===== config.mk =====
export PLATFORM = sky130hd
export DESIGN_NAME = flash_prot_ctrl
export DESIGN_NICKNAME = d
export VERILOG_FILES = /design/src/rtl/fprot_pkg.sv /design/src/rtl/fprot_reg.sv /design/src/rtl/fprot_decide.sv /design/src/rtl/fprot_resp.sv /design/src/rtl/flash_prot_ctrl.sv
export SDC_FILE = /design/constraint.sdc
export NUM_CORES = 1
export LEC_CHECK = 0
export ABC_AREA = 1
export BUFFER_PORTS_ARGS = -buffer_cell sky130_fd_sc_hd__clkbuf_2
export CAP_MARGIN = 20
export CELL_PAD_IN_SITES_DETAIL_PLACEMENT = 0
export CELL_PAD_IN_SITES_GLOBAL_PLACEMENT = 2
export CORE_ASPECT_RATIO = 1.2
export CORE_MARGIN = 5
export CORE_UTILIZATION = 22
export CTS_BUF_LIST = sky130_fd_sc_hd__clkbuf_4
export CTS_CLUSTER_DIAMETER = 80
export CTS_CLUSTER_SIZE = 28
export DETAILED_ROUTE_END_ITERATION = 8
export GPL_TIMING_DRIVEN = 0
export PLACE_DENSITY_LB_ADDON = 0.12
export SYNTH_ARGS = -nofsm -noshare
export SYNTH_HDL_FRONTEND = slang
export SYNTH_SLANG_ARGS = --single-unit

===== constraint.sdc =====
create_clock -name clk -period 5.2 [get_ports clk]
set_clock_uncertainty 0.05 [all_clocks]
set_input_delay 0.26 -clock clk [delete_from_list [all_inputs] [get_ports clk]]
set_output_delay 0.26 -clock clk [all_outputs]
set_load 0.005 [all_outputs]

===== src/rtl/fprot_pkg.sv =====
package fprot_pkg;

    typedef enum logic [1:0] {
        REQ_PROG   = 2'd0,
        REQ_SERASE = 2'd1,
        REQ_BERASE = 2'd2,
        REQ_OTHER  = 2'd3
    } req_kind_e;

    typedef struct packed {
        logic       en;
        logic [2:0] size;
    } prot_cfg_t;

    localparam int EN_BIT = 7;

    function automatic prot_cfg_t cfg_from_byte(input logic [7:0] b);
        prot_cfg_t c;
        c.en   = b[EN_BIT];
        c.size = b[2:0];
        return c;
    endfunction

    function automatic logic [7:0] cfg_to_byte(input prot_cfg_t c);
        return {c.en, 4'b0000, c.size};
    endfunction

    // Guarded sector count: 0 when disabled, size+1 otherwise.
    function automatic logic [3:0] guarded_count(input prot_cfg_t c);
        return c.en ? ({1'b0, c.size} + 4'd1) : 4'd0;
    endfunction

    function automatic logic may_replace(input prot_cfg_t cur, input prot_cfg_t nxt);
        if (!cur.en) return 1'b1;
        if (!nxt.en) return 1'b0;
        return nxt.size >= cur.size;
    endfunction

endpackage


===== src/rtl/fprot_reg.sv =====
module fprot_reg
    import fprot_pkg::*;
(
    input  logic       clk,
    input  logic       rst,
    input  logic [7:0] cfg_byte,
    input  logic       wr_en,
    input  logic [7:0] wr_data,
    output prot_cfg_t  cfg_q
);

    prot_cfg_t wr_cfg;
    logic      seen_run;

    assign wr_cfg = cfg_from_byte(wr_data);

    always_ff @(posedge clk) begin
        if (rst) begin
            cfg_q    <= cfg_from_byte(cfg_byte);
            seen_run <= 1'b0;
        end else begin
            seen_run <= 1'b1;
            if (wr_en && may_replace(cfg_q, wr_cfg)) begin
                cfg_q <= wr_cfg;
            end
        end
    end

    // guarded region never shrinks once out of reset
    assert_no_shrink_R4: assert property (@(posedge clk) disable iff (rst)
        seen_run |-> (guarded_count(cfg_q) >= guarded_count($past(cfg_q))));

endmodule


===== src/rtl/fprot_decide.sv =====
module fprot_decide
    import fprot_pkg::*;
#(
    parameter int ADDR_W  = 16,
    parameter int SECT_LG = 9,
    parameter int BLK_LG  = 11
) (
    input  prot_cfg_t           cfg,
    input  req_kind_e           kind,
    input  logic [ADDR_W-1:0]   addr,
    output logic                allow
);

    localparam int              LIM_W    = ADDR_W + 1;
    localparam logic [LIM_W-1:0] TOP_END = LIM_W'(1) << ADDR_W;
    localparam logic [ADDR_W-1:0] BLK_MASK = ADDR_W'((64'd1 << BLK_LG) - 64'd1);

    logic [LIM_W-1:0] span;
    logic [LIM_W-1:0] low_edge;
    logic [LIM_W-1:0] probe;

    always_comb begin
        span     = LIM_W'(guarded_count(cfg)) << SECT_LG;
        low_edge = TOP_END - span;
        if (kind == REQ_BERASE) begin
            // highest byte of the enclosing block decides for the whole block
            probe = {1'b0, addr | BLK_MASK};
        end else begin
            probe = {1'b0, addr};
        end
        allow = !(cfg.en && (probe >= low_edge));
    end

endmodule


===== src/rtl/fprot_resp.sv =====
module fprot_resp (
    input  logic clk,
    input  logic rst,
    input  logic req_valid,
    input  logic allow_c,
    input  logic viol_clr,
    output logic resp_valid,
    output logic resp_allow,
    output logic viol
);

    logic reject;
    assign reject = req_valid && !allow_c;

    always_ff @(posedge clk) begin
        if (rst) begin
            resp_valid <= 1'b0;
            resp_allow <= 1'b0;
            viol       <= 1'b0;
        end else begin
            resp_valid <= req_valid;
            resp_allow <= req_valid && allow_c;
            if (reject) begin
                viol <= 1'b1;
            end else if (viol_clr) begin
                viol <= 1'b0;
            end
        end
    end

    // a rejected answer always comes with the flag up
    assert_reject_flags_R8: assert property (@(posedge clk) disable iff (rst)
        (resp_valid && !resp_allow) |-> viol);

    // a clear with no competing reject drops the flag
    assert_clear_drops_R9: assert property (@(posedge clk) disable iff (rst)
        (viol_clr && !(req_valid && !allow_c)) |=> !viol);

    // a reject wins over a simultaneous clear
    assert_reject_wins_R9: assert property (@(posedge clk) disable iff (rst)
        (req_valid && !allow_c) |=> viol);

endmodule


===== src/rtl/flash_prot_ctrl.sv =====
module flash_prot_ctrl
    import fprot_pkg::*;
#(
    parameter int ADDR_W  = 16,
    parameter int SECT_LG = 9,
    parameter int BLK_LG  = 11
) (
    input  logic              clk,
    input  logic              rst,
    input  logic [7:0]        cfg_byte,
    input  logic              wr_en,
    input  logic [7:0]        wr_data,
    output logic [7:0]        prot_rd,
    input  logic              viol_clr,
    input  logic              req_valid,
    input  logic [1:0]        req_kind,
    input  logic [ADDR_W-1:0] req_addr,
    output logic              resp_valid,
    output logic              resp_allow,
    output logic              viol
);

    prot_cfg_t cfg_q;
    req_kind_e kind;
    logic      allow_c;

    assign kind    = req_kind_e'(req_kind);
    assign prot_rd = cfg_to_byte(cfg_q);

    fprot_reg u_reg (
        .clk      (clk),
        .rst      (rst),
        .cfg_byte (cfg_byte),
        .wr_en    (wr_en),
        .wr_data  (wr_data),
        .cfg_q    (cfg_q)
    );

    fprot_decide #(
        .ADDR_W  (ADDR_W),
        .SECT_LG (SECT_LG),
        .BLK_LG  (BLK_LG)
    ) u_decide (
        .cfg   (cfg_q),
        .kind  (kind),
        .addr  (req_addr),
        .allow (allow_c)
    );

    fprot_resp u_resp (
        .clk        (clk),
        .rst        (rst),
        .req_valid  (req_valid),
        .allow_c    (allow_c),
        .viol_clr   (viol_clr),
        .resp_valid (resp_valid),
        .resp_allow (resp_allow),
        .viol       (viol)
    );

    // one response per request, one cycle later
    assert_resp_latency_R10: assert property (@(posedge clk) disable iff (rst)
        req_valid |=> resp_valid);

    // nothing is refused while protection is disabled
    assert_open_when_off_R6: assert property (@(posedge clk) disable iff (rst)
        (req_valid && !cfg_q.en) |=> resp_allow);

endmodule


==> Word-level counts from Yosys, hierarchy flattened <==
Index checks and enable logic that the tools add are counted.
{ "word_totals": {"reg_bits": 7, "output_inout_bits": 11} }
{ "classes": {"reduce_logical": 7, "n_eq_ne": 1, "add_sub_neg": 2, "order_cmp": 2, "muxes": 16} }
{ "op_table": {"columns": ["cell", "count"], "rows": [
  [">= comparator 16 x 17 -> 1 bit", 1],
  ["subtractor 17 x 13 -> 17 bit (first input constant)", 1],
  ["2-to-1 mux 1 bit", 12],
  ["2-to-1 mux 4 bit", 3],
  ["2-to-1 mux 11 bit", 1],
  ["adder 3 x 1 -> 4 bit (second input constant)", 1],
  ["logical AND 1 bit", 4],
  ["nonzero test 2 bit", 2],
  [">= comparator 3 bit", 1],
  ["== test 2 bit (second input constant)", 1],
  ["zero test 1 bit", 1]
]} }

==> Depth between registers and ports, before layout <==
{ "depth": {"depth_word": 10, "ltp_mapped": 17, "mapped_depth_nobuf": 17} }

==> Hierarchy <==
A second synthesis with hierarchy kept.
{ "unflattened": {"cells_unflattened": 119, "hier_area_um2": 769.5} }
{ "by_module_without_submodules": {"columns": ["module", "seq_area_each_um2", "area_per_inst_um2", "n_inst", "cells_per_inst"], "rows": [
  ["fprot_decide", 0.0, 380.4, 1, 69],
  ["fprot_reg", 120.1, 257.7, 1, 33],
  ["fprot_resp", 60.1, 97.6, 1, 12],
  ["flash_prot_ctrl", 0.0, 33.8, 1, 5]
]} }

==> Worst setup path before layout <==
OpenSTA, ideal clock, no wires.
{ "synth_path": {"path_kind": "register to register", "startpoint": "reg u_reg.cfg_q[0] (netlist name)", "endpoint": "reg u_resp.viol", "path_buffers": 0, "arrival_ns": 1.975, "t_required_ns": 5.037, "path_stages_with_launch": 14, "slack_ns": 3.062, "setup_ns": 0.113, "synth_period_minus_slack_ns": 2.138, "path_cell_list": "edfxtp_1 > ha_1 > nand2_1 > ha_1 > nand3_1 > inv_1 > ha_1 > a21o_1 > a21oi_1 > nand2_1 > clkinv_1 > nand2_2 > nand3_1 > nand2_1"} }
{ "synth_between": {"elab_chain_len": 7, "elab_cells_between_ends": 8, "classes_between": "add/sub (2); order compare (1); mux (2); reduce/logical (3)"} }
{ "synth_rtl": {"columns": ["item", "line", "rtl"], "rows": [
  ["adder 3 x 1 -> 4 bit *", "fprot_pkg.sv:30", "return c.en ? ({1'b0, c.size} + 4'd1) : 4'd0;"],
  ["2-to-1 mux 4 bit *", "fprot_pkg.sv:30", null],
  ["subtractor 17 x 13 -> 17 bit *", "fprot_decide.sv:24", "low_edge = TOP_END - span;"],
  [">= comparator 16 x 17 -> 1 bit *", "fprot_decide.sv:31", "allow = !(cfg.en && (probe >= low_edge));"],
  ["logical AND 1 bit *", "fprot_decide.sv:31", null],
  ["logical AND 1 bit *", "fprot_resp.sv:13", "assign reject = req_valid && !allow_c;"],
  ["2-to-1 mux 1 bit / nonzero test 2 bit (equally long branches)", null, null],
  ["to (signal assigned)", "fprot_resp.sv:19", "viol <= 1'b0;"],
  ["to (signal assigned)", "fprot_resp.sv:24", "viol <= 1'b1;"],
  ["to (signal assigned)", "fprot_resp.sv:26", "viol <= 1'b0;"],
  ["to (decl)", "fprot_resp.sv:9", "output logic viol"]
]} }
Every way passes the cells marked *; elsewhere a longest branch is shown, timed or not.
A chain may end at the register's enable or synchronous reset.

==> Worst setup path after layout <==
{ "layout_path": {"startpoint": "reg u_reg.cfg_q[0] (netlist name)", "endpoint": "reg u_resp.viol"} }
{ "layout_between": {"elab_chain_len": 7, "elab_cells_between_ends": 8, "classes_between": "add/sub (2); order compare (1); mux (2); reduce/logical (3)"} }
{ "layout_rtl": {"columns": ["item", "line"], "rows": [
  ["adder 3 x 1 -> 4 bit *", "fprot_pkg.sv:30"],
  ["2-to-1 mux 4 bit *", "fprot_pkg.sv:30"],
  ["subtractor 17 x 13 -> 17 bit *", "fprot_decide.sv:24"],
  [">= comparator 16 x 17 -> 1 bit *", "fprot_decide.sv:31"],
  ["logical AND 1 bit *", "fprot_decide.sv:31"],
  ["logical AND 1 bit *", "fprot_resp.sv:13"],
  ["2-to-1 mux 1 bit / nonzero test 2 bit (equally long branches)", null]
]} }
Marks and branches as above.

==> results.cfg <==
[setup_path]
crit_buf_inv = 2
cp_max_fo = 5
crit_path_end = u_resp.viol$_SDFFE_PP0P_
cp.required_ns = 5.34
reg2reg_to = u_resp.viol$_SDFFE_PP0P_
reg2reg_slack_ns = 2.88
crit_chain = ha_1 > nand2_1 > ha_1 > nand3_1 > inv_1 > ha_1 > nand2_1 > nor2_1 > nand2_1 > nand2_1 > inv_1 > nand2_1 > nand2_2 > nand2_2 > nand3_1 > nand2_1
arrival_ns = 2.46
path_delay_family = adder cells
rr_worst_depth = 16
cpMaxStageDelayCell = edfxtp_1
start_kind = flop
timing.rr.start = u_reg.cfg_q[0]$_DFFE_PP_
startpoint = u_reg.cfg_q[0]$_DFFE_PP_
path_depth = 16
worst_setup_path_end_kind = flop
crit_top_cell = nand2_1
path_class = reg -> reg
slowest_delay_ns = 0.46

[die]
rows = 23
core_area_um2 = 3340
io_pins = 50
die_h_um = 74.6
start_util_pct = 22.9
die_w_um = 63.8
die_area_um2 = 4760

[sta]
fin_crit_sh_pct = 44.6
hold_viol = 0
fmax_ghz = 0.431
slew_viol_final = 0
fin_tns_setup_ns = 0
setup_viol = 0
min_period_ns = 2.32
rsz0062_at_grt = false

[yosys]
syn_area_per_cell_um2 = 6.53
async_flop_share_pct = 0
synth_top_area_share_pct = 19.6
ys.flop_type = edfxtp_1
synthTopCellsByCount = 37 x nand2_1, 23 x inv_1, 12 x ha_1, 12 x nor2_1
synth_warnings = 0
synth_most_common_cell = nand2_1
synth_seq_area_share_pct = 23.6
synth_edf_count = 4
ys_top_cells_by_area = ha_1 20%, nand2_1 18%, edfxtp_1 16%
yosys.area.top_type = ha_1
yosys_register_bits = 7
synth_area_um2 = 764
synth_cell_types = 23
synthCells = 117

[worst_hold_path]
hold_class = in -> reg

[global_route]
grt_overflow = 0
grt_pass1_wl_um = 3050
grt_pass1_vias = 836
grt_max_degree = 7
grt_usage_pct = 7.85
antenna_found_initial = 0

[clocking]
clk_path_buf_depth = 2
post_cts_resized = 0
htreeDepth = 1
cts_tree = built
post-cts-setup-buffers = 0
root_buffer = clkbuf_4
cts_sinks = 7
numCtsBuffers = 3
worstSkewPairLatency_ns = 0.24
clkTransAtPathRegs_ns = 0.05
postCtsHoldBufs = 0

[drt]
via_count = 783
vias_per_cell = 3.95
drt-initial-drc-count = 12
drt_wl_total_um = 1720
drc_errors = 0
detail_route.wl_per_cell_um = 8.68
first_pass_iters = 4
ant_nets = 0

[status]
outcome = complete, no violations

[final_layout]
layout-drive-gt1-share_pct = 32.3
diodes = 0
fin_nets = 213
syn2layout_area_growth_pct = 35.7

[place]
io_buffers = 37
dp_hpwl_um = 1630
gp_congestion = 0.734

[pwr]
ir_drop_uv = 101
power.density_nw_per_um2 = 209
leakage_nw = 0.654
power.total_w = 0.000217

[flow_run]
cap_viol_max_count = 0
## sequential cells by signal, indices dropped and copies added (netlist names)
signal / flops
u_resp.resp_allow: 1
u_resp.viol: 1
u_resp.resp_valid: 1
u_reg.cfg_q: 4
## logic make-up after synthesis
family | count (synthesis) | synth area share (%)
adder cells (fa/ha/maj) | 12 | 19.6
XOR/XNOR | 1 | 1.15
AND/OR/NAND/NOR | 60 | 33.6
flip-flops | 7 | 23.6
buffers and inverters | 29 | 16.2
other | 1 | 0.491
AO/OA/AOI/OAI | 7 | 5.40
## stage by stage
| stage | util, % | cells | hold WS, ns | worst slack (ns) | area, µm² |
|---|---|---|---|---|---|
| final | 31.1 | 198 | 0.199 | 2.88 | 1040 |
| after global routing | 31.1 | 198 | 0.188 | 2.59 | 1040 |
| after CTS | 31.1 | 198 | 0.189 | 2.84 | 1040 |
| after detailed placement | 30.2 | 194 | 0.419 | 2.84 | 1010 |
| after global placement | 30.2 | 194 | 0.408 | 2.84 | 1010 |
| after floorplan | - | 120 | 0.344 | 3.06 | 776 |
## metal layers
layer,track usage (%),wire length [µm]
met2,15.2,906
met5,0,0
met4,3.46,10
met1,7.84,671
met3,1.96,131
## cell type report
cell class | instances | area (µm²)
plain buffers | 4 | 30.0
multi-input cells | 84 | 472
clock buffers | 4 | 30.0
flip-flops and latches | 7 | 180
well taps | 37 | 46.3
fillers | 384 | 2300
inverters | 25 | 93.8
repair buffers | 37 | 185
## worst reg2reg max path: cells and delay by family (launching register included)
kind / cells / cell delay [ns]
fa+ha+maj: 3 / 0.85
buf+inv: 2 / 0.09
flops: 1 / 0.46
simple gates: 11 / 0.83
## where the power goes
group / internal (W) / leakage (nW) / total [W] / switching [W]
Clock: 0.0000344 / 0.0184 / 0.0000527 / 0.0000183
Sequential: 0.0000643 / 0.0656 / 0.0000688 / 0.00000441
Combinational: 0.0000439 / 0.570 / 0.0000955 / 0.0000516
Total: 0.000143 / 0.654 / 0.000217 / 0.0000743
## how the worst min path moves through the flow
stage | startpoint | endpoint | slack (ns) | depth (start not counted)
4_1_cts | req_valid | u_resp.resp_valid$_SDFF_PP0_ | 0.19 | 3
6_report | req_valid | u_resp.resp_valid$_SDFF_PP0_ | 0.20 | 3
2_1_floorplan | req_valid | u_resp.resp_valid$_SDFF_PP0_ | 0.34 | 2
3_3_place_gp | u_resp.viol$_SDFFE_PP0P_ | u_resp.viol$_SDFFE_PP0P_ | 0.41 | 2
3_5_place_dp | u_resp.viol$_SDFFE_PP0P_ | u_resp.viol$_SDFFE_PP0P_ | 0.42 | 2
5_1_grt | req_valid | u_resp.resp_valid$_SDFF_PP0_ | 0.19 | 3
## placed cells by master, fill, tap and decap left out, drive strengths merged
cell type  instances
clkbuf            41
nand2             40
inv               24
nor2              12
ha                12
buf                4
conb               4
edfxtp             4
a21oi              4
dfxtp              3
nand3              3
o21ai              2
or2                2
xnor2              1
nor3b              1
nand4              1
a21o               1
clkinv             1
nand3b             1
Note: power is estimated with default switching activity, not from simulation.
